File: src/rtl/sfc_pkg.sv
package sfc_pkg;

    typedef enum logic [3:0] {
        OC_PLAIN   = 4'd0,
        OC_SEGLOAD = 4'd1,
        OC_PMONLY  = 4'd2,
        OC_RING0   = 4'd3,
        OC_IOSENS  = 4'd4,
        OC_SMM     = 4'd5,
        OC_VERIFY  = 4'd6,
        OC_FLAGRST = 4'd7
    } op_class_e;

    localparam logic [2:0] SEG_STACK = 3'd2;

    localparam logic [7:0] VEC_NONE   = 8'd0;
    localparam logic [7:0] VEC_UD     = 8'd6;
    localparam logic [7:0] VEC_NP     = 8'd11;
    localparam logic [7:0] VEC_STACK  = 8'd12;
    localparam logic [7:0] VEC_GP     = 8'd13;

    typedef struct packed {
        logic ud;
        logic priv;
        logic np;
        logic rights;
        logic limit;
    } cause_t;

    typedef struct packed {
        logic       fault;
        logic [7:0] vec;
        logic       zf_clr;
        logic       wr_if;
        logic       wr_iopl;
        logic       wr_vm;
    } verdict_t;

    function automatic logic [1:0] max2(input logic [1:0] a, input logic [1:0] b);
        return (a > b) ? a : b;
    endfunction

    function automatic logic load_priv_ok(input logic stk, input logic [1:0] c,
                                          input logic [1:0] r, input logic [1:0] d);
        if (stk) return (c == r) && (c == d);
        return d >= max2(c, r);
    endfunction

endpackage

File: src/rtl/sfc_limit_chk.sv
module sfc_limit_chk
    import sfc_pkg::*;
#(
    parameter int OFFW = 32,
    parameter int LENW = 3
) (
    input  logic            prot,
    input  logic            mem_ref,
    input  logic [OFFW-1:0] offset,
    input  logic [LENW-1:0] len_m1,
    input  logic [OFFW-1:0] limit,
    input  logic            rights_ok,
    output logic            limit_viol,
    output logic            rights_viol
);
    localparam int EW = OFFW + 1;
    localparam logic [EW-1:0] REAL_CAP = EW'(17'h0FFFF);

    logic [EW-1:0] end_off;
    logic [EW-1:0] eff_limit;

    always_comb begin
        end_off   = {1'b0, offset} + EW'(len_m1);
        eff_limit = prot ? {1'b0, limit} : REAL_CAP;
        limit_viol  = mem_ref && (end_off > eff_limit);
        rights_viol = mem_ref && prot && !rights_ok;
    end

    // a real-mode reference that stays inside the fixed cap never trips the limit
    always_comb begin
        if (mem_ref && !prot && ({1'b0, offset} + EW'(len_m1)) <= REAL_CAP)
            assert_real_cap_R2: assert (!limit_viol);
    end

endmodule

File: src/rtl/sfc_rules.sv
module sfc_rules
    import sfc_pkg::*;
#(
    parameter int SMW = 24
) (
    input  logic           prot,
    input  op_class_e      cls,
    input  logic           is_stack,
    input  logic           present,
    input  logic [1:0]     cpl,
    input  logic [1:0]     rpl,
    input  logic [1:0]     dpl,
    input  logic [1:0]     iopl,
    input  logic           smm_en,
    input  logic [SMW-1:0] smm_size,
    input  logic           smm_acc,
    input  logic           smm_hdl,
    output logic           ud,
    output logic           priv,
    output logic           np,
    output logic           zf_clr,
    output logic           wr_if,
    output logic           wr_iopl,
    output logic           wr_vm
);
    logic [1:0] cpl_eff;
    logic       smm_gate;

    always_comb begin
        cpl_eff  = prot ? cpl : 2'd0;
        smm_gate = smm_en && (|smm_size) && (cpl_eff == 2'd0) && (smm_acc || smm_hdl);
        ud = 1'b0; priv = 1'b0; np = 1'b0; zf_clr = 1'b0;
        wr_if = 1'b0; wr_iopl = 1'b0; wr_vm = 1'b0;
        unique case (cls)
            OC_SEGLOAD: begin
                priv = prot && !load_priv_ok(is_stack, cpl, rpl, dpl);
                np   = prot && !present;
            end
            OC_PMONLY:  ud   = !prot;
            OC_RING0:   priv = prot && (cpl != 2'd0);
            OC_IOSENS:  priv = prot && (cpl > iopl);
            OC_SMM:     ud   = !smm_gate;
            OC_VERIFY: begin
                ud     = !prot;
                zf_clr = prot && (!present || !load_priv_ok(1'b0, cpl, rpl, dpl));
            end
            OC_FLAGRST: begin
                wr_if   = !prot || (cpl <= iopl);
                wr_iopl = cpl_eff == 2'd0;
                wr_vm   = cpl_eff == 2'd0;
            end
            default: ;
        endcase
    end

endmodule

File: src/rtl/sfc_arbiter.sv
module sfc_arbiter
    import sfc_pkg::*;
(
    input  cause_t   cause,
    input  logic     is_stack,
    input  logic     zf_clr,
    input  logic     wr_if,
    input  logic     wr_iopl,
    input  logic     wr_vm,
    output verdict_t verdict
);
    always_comb begin
        verdict = '0;
        if (cause.ud)          verdict.vec = VEC_UD;
        else if (cause.priv)   verdict.vec = VEC_GP;
        else if (cause.np)     verdict.vec = is_stack ? VEC_STACK : VEC_NP;
        else if (cause.rights) verdict.vec = VEC_GP;
        else if (cause.limit)  verdict.vec = is_stack ? VEC_STACK : VEC_GP;
        verdict.fault = |cause;
        if (!verdict.fault) begin
            verdict.zf_clr  = zf_clr;
            verdict.wr_if   = wr_if;
            verdict.wr_iopl = wr_iopl;
            verdict.wr_vm   = wr_vm;
        end
    end

endmodule

File: src/rtl/seg_fault_classifier.sv
module seg_fault_classifier
    import sfc_pkg::*;
#(
    parameter int OFFW = 32,
    parameter int LENW = 3,
    parameter int SMW  = 24
) (
    input  logic            clk,
    input  logic            rst,
    input  logic            req_valid,
    input  logic            prot_mode,
    input  logic [2:0]      seg_idx,
    input  logic [3:0]      op_class,
    input  logic            mem_ref,
    input  logic [OFFW-1:0] op_offset,
    input  logic [LENW-1:0] op_len_m1,
    input  logic [OFFW-1:0] seg_limit,
    input  logic            seg_present,
    input  logic            seg_rights_ok,
    input  logic [1:0]      cpl,
    input  logic [1:0]      rpl,
    input  logic [1:0]      dpl,
    input  logic [1:0]      iopl,
    input  logic            smm_enable,
    input  logic [SMW-1:0]  smm_size,
    input  logic            smm_access_en,
    input  logic            in_smm_handler,
    output logic            res_valid,
    output logic            fault_valid,
    output logic [7:0]      fault_vector,
    output logic            clear_zf,
    output logic            wr_if_en,
    output logic            wr_iopl_en,
    output logic            wr_vm_en
);
    logic      is_stack;
    op_class_e cls;
    cause_t    cause;
    logic      zf_c, wif_c, wiopl_c, wvm_c;
    verdict_t  verdict_d, verdict_q;
    logic      rv_q;

    assign is_stack = (seg_idx == SEG_STACK);
    assign cls      = op_class_e'(op_class);

    sfc_limit_chk #(.OFFW(OFFW), .LENW(LENW)) u_lim (
        .prot(prot_mode), .mem_ref(mem_ref), .offset(op_offset), .len_m1(op_len_m1),
        .limit(seg_limit), .rights_ok(seg_rights_ok),
        .limit_viol(cause.limit), .rights_viol(cause.rights)
    );

    sfc_rules #(.SMW(SMW)) u_rules (
        .prot(prot_mode), .cls(cls), .is_stack(is_stack), .present(seg_present),
        .cpl(cpl), .rpl(rpl), .dpl(dpl), .iopl(iopl),
        .smm_en(smm_enable), .smm_size(smm_size), .smm_acc(smm_access_en),
        .smm_hdl(in_smm_handler),
        .ud(cause.ud), .priv(cause.priv), .np(cause.np),
        .zf_clr(zf_c), .wr_if(wif_c), .wr_iopl(wiopl_c), .wr_vm(wvm_c)
    );

    sfc_arbiter u_arb (
        .cause(cause), .is_stack(is_stack), .zf_clr(zf_c),
        .wr_if(wif_c), .wr_iopl(wiopl_c), .wr_vm(wvm_c), .verdict(verdict_d)
    );

    always_ff @(posedge clk) begin
        if (rst) begin
            verdict_q <= '0;
            rv_q      <= 1'b0;
        end else begin
            rv_q <= req_valid;
            if (req_valid) verdict_q <= verdict_d;
        end
    end

    assign res_valid    = rv_q;
    assign fault_valid  = verdict_q.fault;
    assign fault_vector = verdict_q.vec;
    assign clear_zf     = verdict_q.zf_clr;
    assign wr_if_en     = verdict_q.wr_if;
    assign wr_iopl_en   = verdict_q.wr_iopl;
    assign wr_vm_en     = verdict_q.wr_vm;

    assert_result_follows_req_R1: assert property (@(posedge clk) disable iff (rst)
        res_valid |-> $past(req_valid));

    assert_hold_when_idle_R1: assert property (@(posedge clk) disable iff (rst)
        !req_valid |=> $stable(fault_vector) && $stable(fault_valid) && $stable(clear_zf));

    assert_vector_legal_R13: assert property (@(posedge clk) disable iff (rst)
        fault_valid |-> (fault_vector == VEC_UD || fault_vector == VEC_NP ||
                         fault_vector == VEC_STACK || fault_vector == VEC_GP));

    assert_no_vector_without_fault_R13: assert property (@(posedge clk) disable iff (rst)
        !fault_valid |-> fault_vector == VEC_NONE);

    assert_zf_only_clean_R10: assert property (@(posedge clk) disable iff (rst)
        clear_zf |-> !fault_valid && !wr_if_en);

    assert_iopl_implies_if_R11: assert property (@(posedge clk) disable iff (rst)
        (wr_iopl_en || wr_vm_en) |-> wr_if_en && !fault_valid);

endmodule

File: config.mk
export PLATFORM = sky130hd
export DESIGN_NAME = seg_fault_classifier
export DESIGN_NICKNAME = d
export VERILOG_FILES = /design/src/rtl/sfc_pkg.sv /design/src/rtl/sfc_limit_chk.sv /design/src/rtl/sfc_rules.sv /design/src/rtl/sfc_arbiter.sv /design/src/rtl/seg_fault_classifier.sv
export SDC_FILE = /design/constraint.sdc
export NUM_CORES = 1
export LEC_CHECK = 0
export BUFFER_PORTS_ARGS = -buffer_cell sky130_fd_sc_hd__buf_2
export CORE_MARGIN = 2
export CORE_UTILIZATION = 37
export DETAILED_ROUTE_END_ITERATION = 12
export PLACE_DENSITY_LB_ADDON = 0.05
export REMOVE_ABC_BUFFERS = 1
export SLEW_MARGIN = 20
export SYNTH_ARGS = -nofsm -noshare
export SYNTH_HDL_FRONTEND = slang
export SYNTH_HIERARCHICAL = 1
export SYNTH_SLANG_ARGS = --single-unit
File: constraint.sdc
create_clock -name clk -period 5.09 [get_ports clk]
set_input_delay 0.2545 -clock clk [delete_from_list [all_inputs] [get_ports clk]]
set_output_delay 0.2545 -clock clk [all_outputs]
set_load 0.03 [all_outputs]
==> metrics.yaml, run 1 <==
grt_max_degree: 38
gp_congestion: 0.8877
reg2regPathDepth: 2
rows: 30
start_kind: "primary input"
wl_per_cell_um: 12.85
cts_tree: "done"
cap_violations: 0
core_mm2: 0.006832
grt_overflow_total: 0
ff2ff_setup_slack_ns: 4.49
start_util: 0.3848
hold_path_depth: 2
vias: 2788
min_period_ns: 4.232
drt_pass1_iterations: 4
tightest_slew_ns: 0.6587
r2r-start: "fault_vector[0]$_SDFFE_PP0P_"
timing.slew.headroom: 0.5568
max_freq_ghz: 0.2363
dp_slack_ns: 0.6166
ir_drop_v: 0.0001436
drtAntennaViolNets: 0
yosys_warnings: 6
grt_pass1_wl_um: 11780
drc: 0
ios: 130
setup_viol: 0
cts_setup_buffers: 0
nets: 625
cts_buffers: 3
root_buffer: "clkbuf_8"
area_growth_pct: 27.99
synth-edff-count: 0
antenna_found_initial: 0
worstPathRequired_ns: 5.21
hold_end: "clear_zf$_SDFFE_PP0P_"
critPathMaxFanout: 8
num_antenna_cells: 0
total_power_mw: 0.4476
seq_area_um2: 280.3
clock_latency_ns: 0.24
status: "complete, no violations"
skew_ns: 0
drt_iter0_drc: 78
final_util: 0.4925
fin_tns_setup_ns: 0
clock_sinks: 14
rsz0062_at_grt: "no"
worst_r2r_endpoint: "fault_vector[0]$_SDFFE_PP0P_"
cp.arrival_ns: 4.35
ys_ff_latch: 14
multiInputGateArea_mm2: 0.002215
synthCells: 342
p_leak_nw: 1.691
drt-total-wl_um: 7210
worst_slack_ns: 0.8579
drive_gt1_frac: 0.3204
hold_violations: 0
numPortBuffers: 129
grt_usage: 0.1825
grt_pass1_vias: 2766
postSynthAreaPerCell_um2: 7.686
period_share: 0.8314
slew_violations: 0
max-clock-path-buffers: 2
p_per_area_mw_per_mm2: 133.0
hpwl_um: 6194
dieArea_mm2: 0.007795
die_height_um: 88.29
synth_async_sr_flop_share: 0
fillers: 738
cts_resized: 0
postCtsHoldBufs: 0
avgViaCountPerCell: 4.970
clk_pin_slew_ns: 0.06
syn_area_mm2: 0.002629
critPathKind: "in2reg"
hp-class: "in2reg"
synth_cell_type_count: 52
min_from: "rst"
ys.flop_type: "dfxtp_1"
end_kind: "flip-flop"
h-tree-depth: 1
die_w_um: 88.29
yosysSeqAreaShare: 0.1066
==> worst max-delay path by stage <==
| stage | slack (ns) | from | end | depth (start not counted) |
|---|---|---|---|---|
| floorplan | 1.20 | op_offset[0] | fault_valid$_SDFFE_PP0P_ | 17 |
| finish | 0.86 | op_offset[0] | fault_valid$_SDFFE_PP0P_ | 18 |
| CTS | 0.86 | op_offset[0] | fault_valid$_SDFFE_PP0P_ | 18 |
| detailed placement | 0.62 | op_offset[0] | fault_valid$_SDFFE_PP0P_ | 18 |
| global route | 0.51 | op_offset[0] | fault_valid$_SDFFE_PP0P_ | 18 |
| global placement | 0.75 | op_offset[0] | fault_valid$_SDFFE_PP0P_ | 18 |
==> kinds of logic (layout without fill, tap and decap cells) <==
kind of cell | after synthesis | count (layout) | synth area share
compound gates | 49 | 49 | 0.1214
buf+inv | 26 | 146 | 0.05711
simple gates | 163 | 163 | 0.3460
flops | 14 | 14 | 0.1066
xor+xnor | 32 | 32 | 0.1066
fa+ha+maj | 43 | 43 | 0.2075
other cells | 1 | 4 | 0.001427
mux | 14 | 14 | 0.05331
==> cell usage in the layout, fill, tap and decap left out, types with 2 or more instances in the layout <==
master	n
xnor2_1	21
and3_2	2
ha_1	42
a31oi_1	3
a221oi_1	2
nor4_1	10
and3_1	4
nor2_1	31
a21o_1	5
nand3_1	12
conb_1	4
o21ai_0	8
nor2b_1	21
clkbuf_8	4
nand2_1	41
xor2_1	11
and4_1	3
nand2b_1	6
mux2i_1	14
nor3_1	5
buf_2	129
nand4_1	13
inv_1	13
dfxtp_1	14
nor3b_1	2
nor3b_2	4
a21oi_1	19
==> layout make-up <==
cell class                      count  share of cell area
Inverter                           13             0.01450
Tap cell                           96             0.03570
Multi-Input combinational cell    305              0.6582
Sequential cell                    14             0.08330
Timing Repair Buffer              129              0.1919
Clock buffer                        4             0.01636
==> cell usage after synthesis, drive strengths merged (6+ instances only) <==
cell     n  area [um2]
ha      42       525.5
nand2   41       153.9
nor2    31       116.4
nor2b   21       131.4
xnor2   21       183.9
a21oi   19       95.09
nand4   15       115.1
dfxtp   14       280.3
mux2i   14       140.1
inv     13       48.80
nand3   12       60.06
xor2    11       96.34
nor4    10       62.56
buf      9       85.08
o21ai    8       40.04
and3     7       51.29
nand2b   6       37.54
nor3     6       30.03
nor3b    6       65.06
==> where the power goes <==
group / switching, mW / internal (mW) / leakage [nW]
logic: 0.121 / 0.103 / 1.55
registers: 0.00257 / 0.115 / 0.115
clock network: 0.0371 / 0.0684 / 0.0288
total: 0.161 / 0.287 / 1.69
==> flip-flops by register name (all words and copies together) (netlist names) <==
register	cells
wr_iopl_en	1
wr_if_en	1
wr_vm_en	1
res_valid	1
fault_vector	8
fault_valid	1
clear_zf	1
==> stage by stage <==
| step | area, um2 | instances | hold slack (ns) |
|---|---|---|---|
| 4_1_cts | 3359 | 561 | 0.3542 |
| 2_1_floorplan | 2539 | 332 | 0.3261 |
| 3_3_place_gp | 3304 | 557 | 0.4702 |
| 5_1_grt | 3364 | 561 | 0.3739 |
| 3_5_place_dp | 3304 | 557 | 0.4801 |
| 6_report | 3364 | 561 | 0.3456 |
==> critical path, cell delays in order <==
cell and delay [ns]:
buf_2 0.08, ha_1 0.17, fa_1 0.21, a21o_1 0.17
nor4b_4 0.46, and3_4 0.32, nand4_2 0.11, xnor2_1 0.13
ha_1 0.29, nand4_1 0.16, nor4_1 0.41, nand3_1 0.17
a211o_2 0.30, o311a_1 0.16, or4_4 0.55, or2_1 0.23
mux2i_1 0.13, nor2_1 0.05
==> per-layer routing <==
layer | vias to the layer above | wire (um) | GRT usage
met1 | 1227 | 3593 | 0.2645
met2 | 88 | 3150 | 0.3069
met4 | 0 | 13 | 0.01653
li1 | 1471 | - | -
met3 | 2 | 453 | 0.01586
met5 | - | 0 | 0
Note: power is estimated with default switching activity, not from simulation.
==> inputs of run 2 (changes only) <==
==> constraint.sdc (replaced) <==
create_clock -name clk -period 3.45 [get_ports clk]
set_input_delay 0.1725 -clock clk [delete_from_list [all_inputs] [get_ports clk]]
set_output_delay 0.1725 -clock clk [all_outputs]
set_load 0.03 [all_outputs]
==> run 2 against run 1 <==
Against the previous run: routed wire length up 5.0%; non-clock buffer count up 48; the run now ends with negative setup slack left; critical endpoint unchanged; register-to-register slack worse by 1.7 ns; highest routed layer unchanged; critical path type unchanged.
==> metrics.yaml, run 2 (same netlist as run 1, synthesis figures left out) <==
start_kind: "primary input"
gp_congestion: 0.7883
grt_usage: 0.1924
grt_overflow_total: 0
min_period_ns: 3.698
wl_per_cell_um: 12.43
drive_gt1_frac: 0.4055
crit_path_frequent_cell: "nand4_1"
slew_violations: 0
cp_cell_sequence: "buf_8 > ha_4 > fa_2 > a21o_1 > nor4b_4 > nand4_1 > buf_4 > xnor2_2 > ha_1 > nand4_1 > nor4_4 > nand3_2 > a211o_2 > o311a_1 > or4_4 > or2_1 > mux2i_1 > nor2_1"
ios: 130
rsz0062_at_grt: "yes"
drt-total-wl_um: 7571
critPathMaxFanout: 6
postCtsHoldBufs: 0
nets: 673
numPortBuffers: 129
worst_slack_ns: -0.2484
clock_sinks: 14
status: "finished, violations left"
cts_tree: "done"
slowest_stage: "or4_4"
design_area_mm2: 0.003824
die_height_um: 88.29
mostFrequentLayoutCell: "buf_2"
final_cell_mix: "127 x buf_2, 48 x buf_4, 41 x ha_1"
worstPathRequired_ns: 3.58
hpwl_um: 6534
dieArea_mm2: 0.007795
drt_iter0_drc: 95
grt_max_degree: 19
placed_area_mm2: 0.003635
setup_viol: 6
cp_top_family: "simple AND/OR/NAND/NOR gates"
clk_pin_slew_ns: 0.05
critPathKind: "in2reg"
skew_ns: 0
cts_buffers: 3
cap_violations: 0
worst_r2r_endpoint: "clear_zf$_SDFFE_PP0P_"
start_util: 0.3848
slowest_delay_ns: 0.48
timing.slew.headroom: 0.5269
hold_violations: 0
tightest_slew_ns: 0.7031
drtAntennaViolNets: 0
period_share: 1.072
largest_reg_flops: 8
max-clock-path-buffers: 2
end_kind: "flip-flop"
avgViaCountPerCell: 4.829
root_buffer: "clkbuf_8"
h-tree-depth: 1
antenna_found_initial: 0
hold_end: "clear_zf$_SDFFE_PP0P_"
final_util: 0.5597
grt_pass1_wl_um: 12300
num_antenna_cells: 0
p_leak_nw: 1.942
crit_buf_inv: 2
ir_drop_v: 0.0003729
max_freq_ghz: 0.2704
grt_pass1_vias: 2851
failed_checks: "negative setup slack"
vias: 2941
drt_pass1_iterations: 4
die_w_um: 88.29
area_growth_pct: 45.45
cp.arrival_ns: 3.83
reg2regPathDepth: 2
r2r-start: "clear_zf$_SDFFE_PP0P_"
core_mm2: 0.006832
clock_latency_ns: 0.24
hp-class: "in2reg"
drc: 0
ff2ff_setup_slack_ns: 2.84
rows: 30
hold_path_depth: 2
p_per_area_mw_per_mm2: 188.1
min_from: "rst"
==> run 2: cell count changes in the layout (fill, tap and decap cells not counted), moves of 2 or more <==
| cell | before | now |
|---|---|---|
| buf_4 | 0 | 48 |
| a221oi_1 | 2 | 0 |
| a221oi_2 | 1 | 3 |
| buf_2 | 129 | 127 |
| nand3_1 | 12 | 10 |
| nand3_2 | 0 | 2 |
| nor3_1 | 5 | 3 |
| nor3_2 | 1 | 3 |
| o21ai_0 | 8 | 6 |
| o21ai_1 | 0 | 2 |
==> run 2: power by group <==
part           internal, mW  switching [mW]  leakage, nW  total (mW)
combinational         0.196           0.196         1.80       0.392
clock                 0.101          0.0530       0.0288       0.154
sequential            0.170         0.00366        0.115       0.173
==> run 2: layout make-up <==
class | instances | area, um2
fill | 688 | 3008
sequential | 14 | 280.3
multi-input combinational | 305 | 2297
clock buffer | 4 | 55.05
tap | 96 | 120.1
timing repair buffer | 177 | 1022
inverter | 13 | 48.80
==> run 2: routing by layer <==
layer	track usage	share of wire	up-vias
li1	-	-	1574
met1	0.2720	0.47	1263
met2	0.3226	0.45	98
met3	0.02425	0.072	6
met4	0.02479	0.0053	0
met5	0	0	-
==> run 2: through the flow <==
stage	instances	total power, mW	setup TNS (ns)	setup slack, ns	hold slack, ns
6_report	609	0.7191	-1.002	-0.2484	0.2443
5_1_grt	609	0.7813	-2.922	-0.4976	0.2602
4_1_cts	609	0.7226	-0.8786	-0.2282	0.2615
2_1_floorplan	332	0.3637	-1.748	-0.3610	0.2441
3_5_place_dp	601	0.5505	-5.078	-0.7762	0.4820
3_3_place_gp	601	0.5468	-3.806	-0.6174	0.4694
==> run 2: what timing repair did <==
item                       in CTS  in global routing
pin swaps                      23                 14
setup endpoints to repair       8                  8
buffers inserted                4                  0
resized for setup              15                  6
==> run 2: worst max path at each step <==
stage	depth (start not counted)	slack, ns	to	start
final	18	-0.25	fault_valid$_SDFFE_PP0P_	op_len_m1[0]
after global routing	18	-0.50	fault_valid$_SDFFE_PP0P_	op_len_m1[0]
after CTS	18	-0.23	fault_valid$_SDFFE_PP0P_	op_len_m1[0]
after detailed placement	18	-0.78	fault_valid$_SDFFE_PP0P_	op_offset[0]
after global placement	18	-0.62	fault_valid$_SDFFE_PP0P_	op_offset[0]
after floorplan	17	-0.36	fault_valid$_SDFFE_PP0P_	op_offset[0]
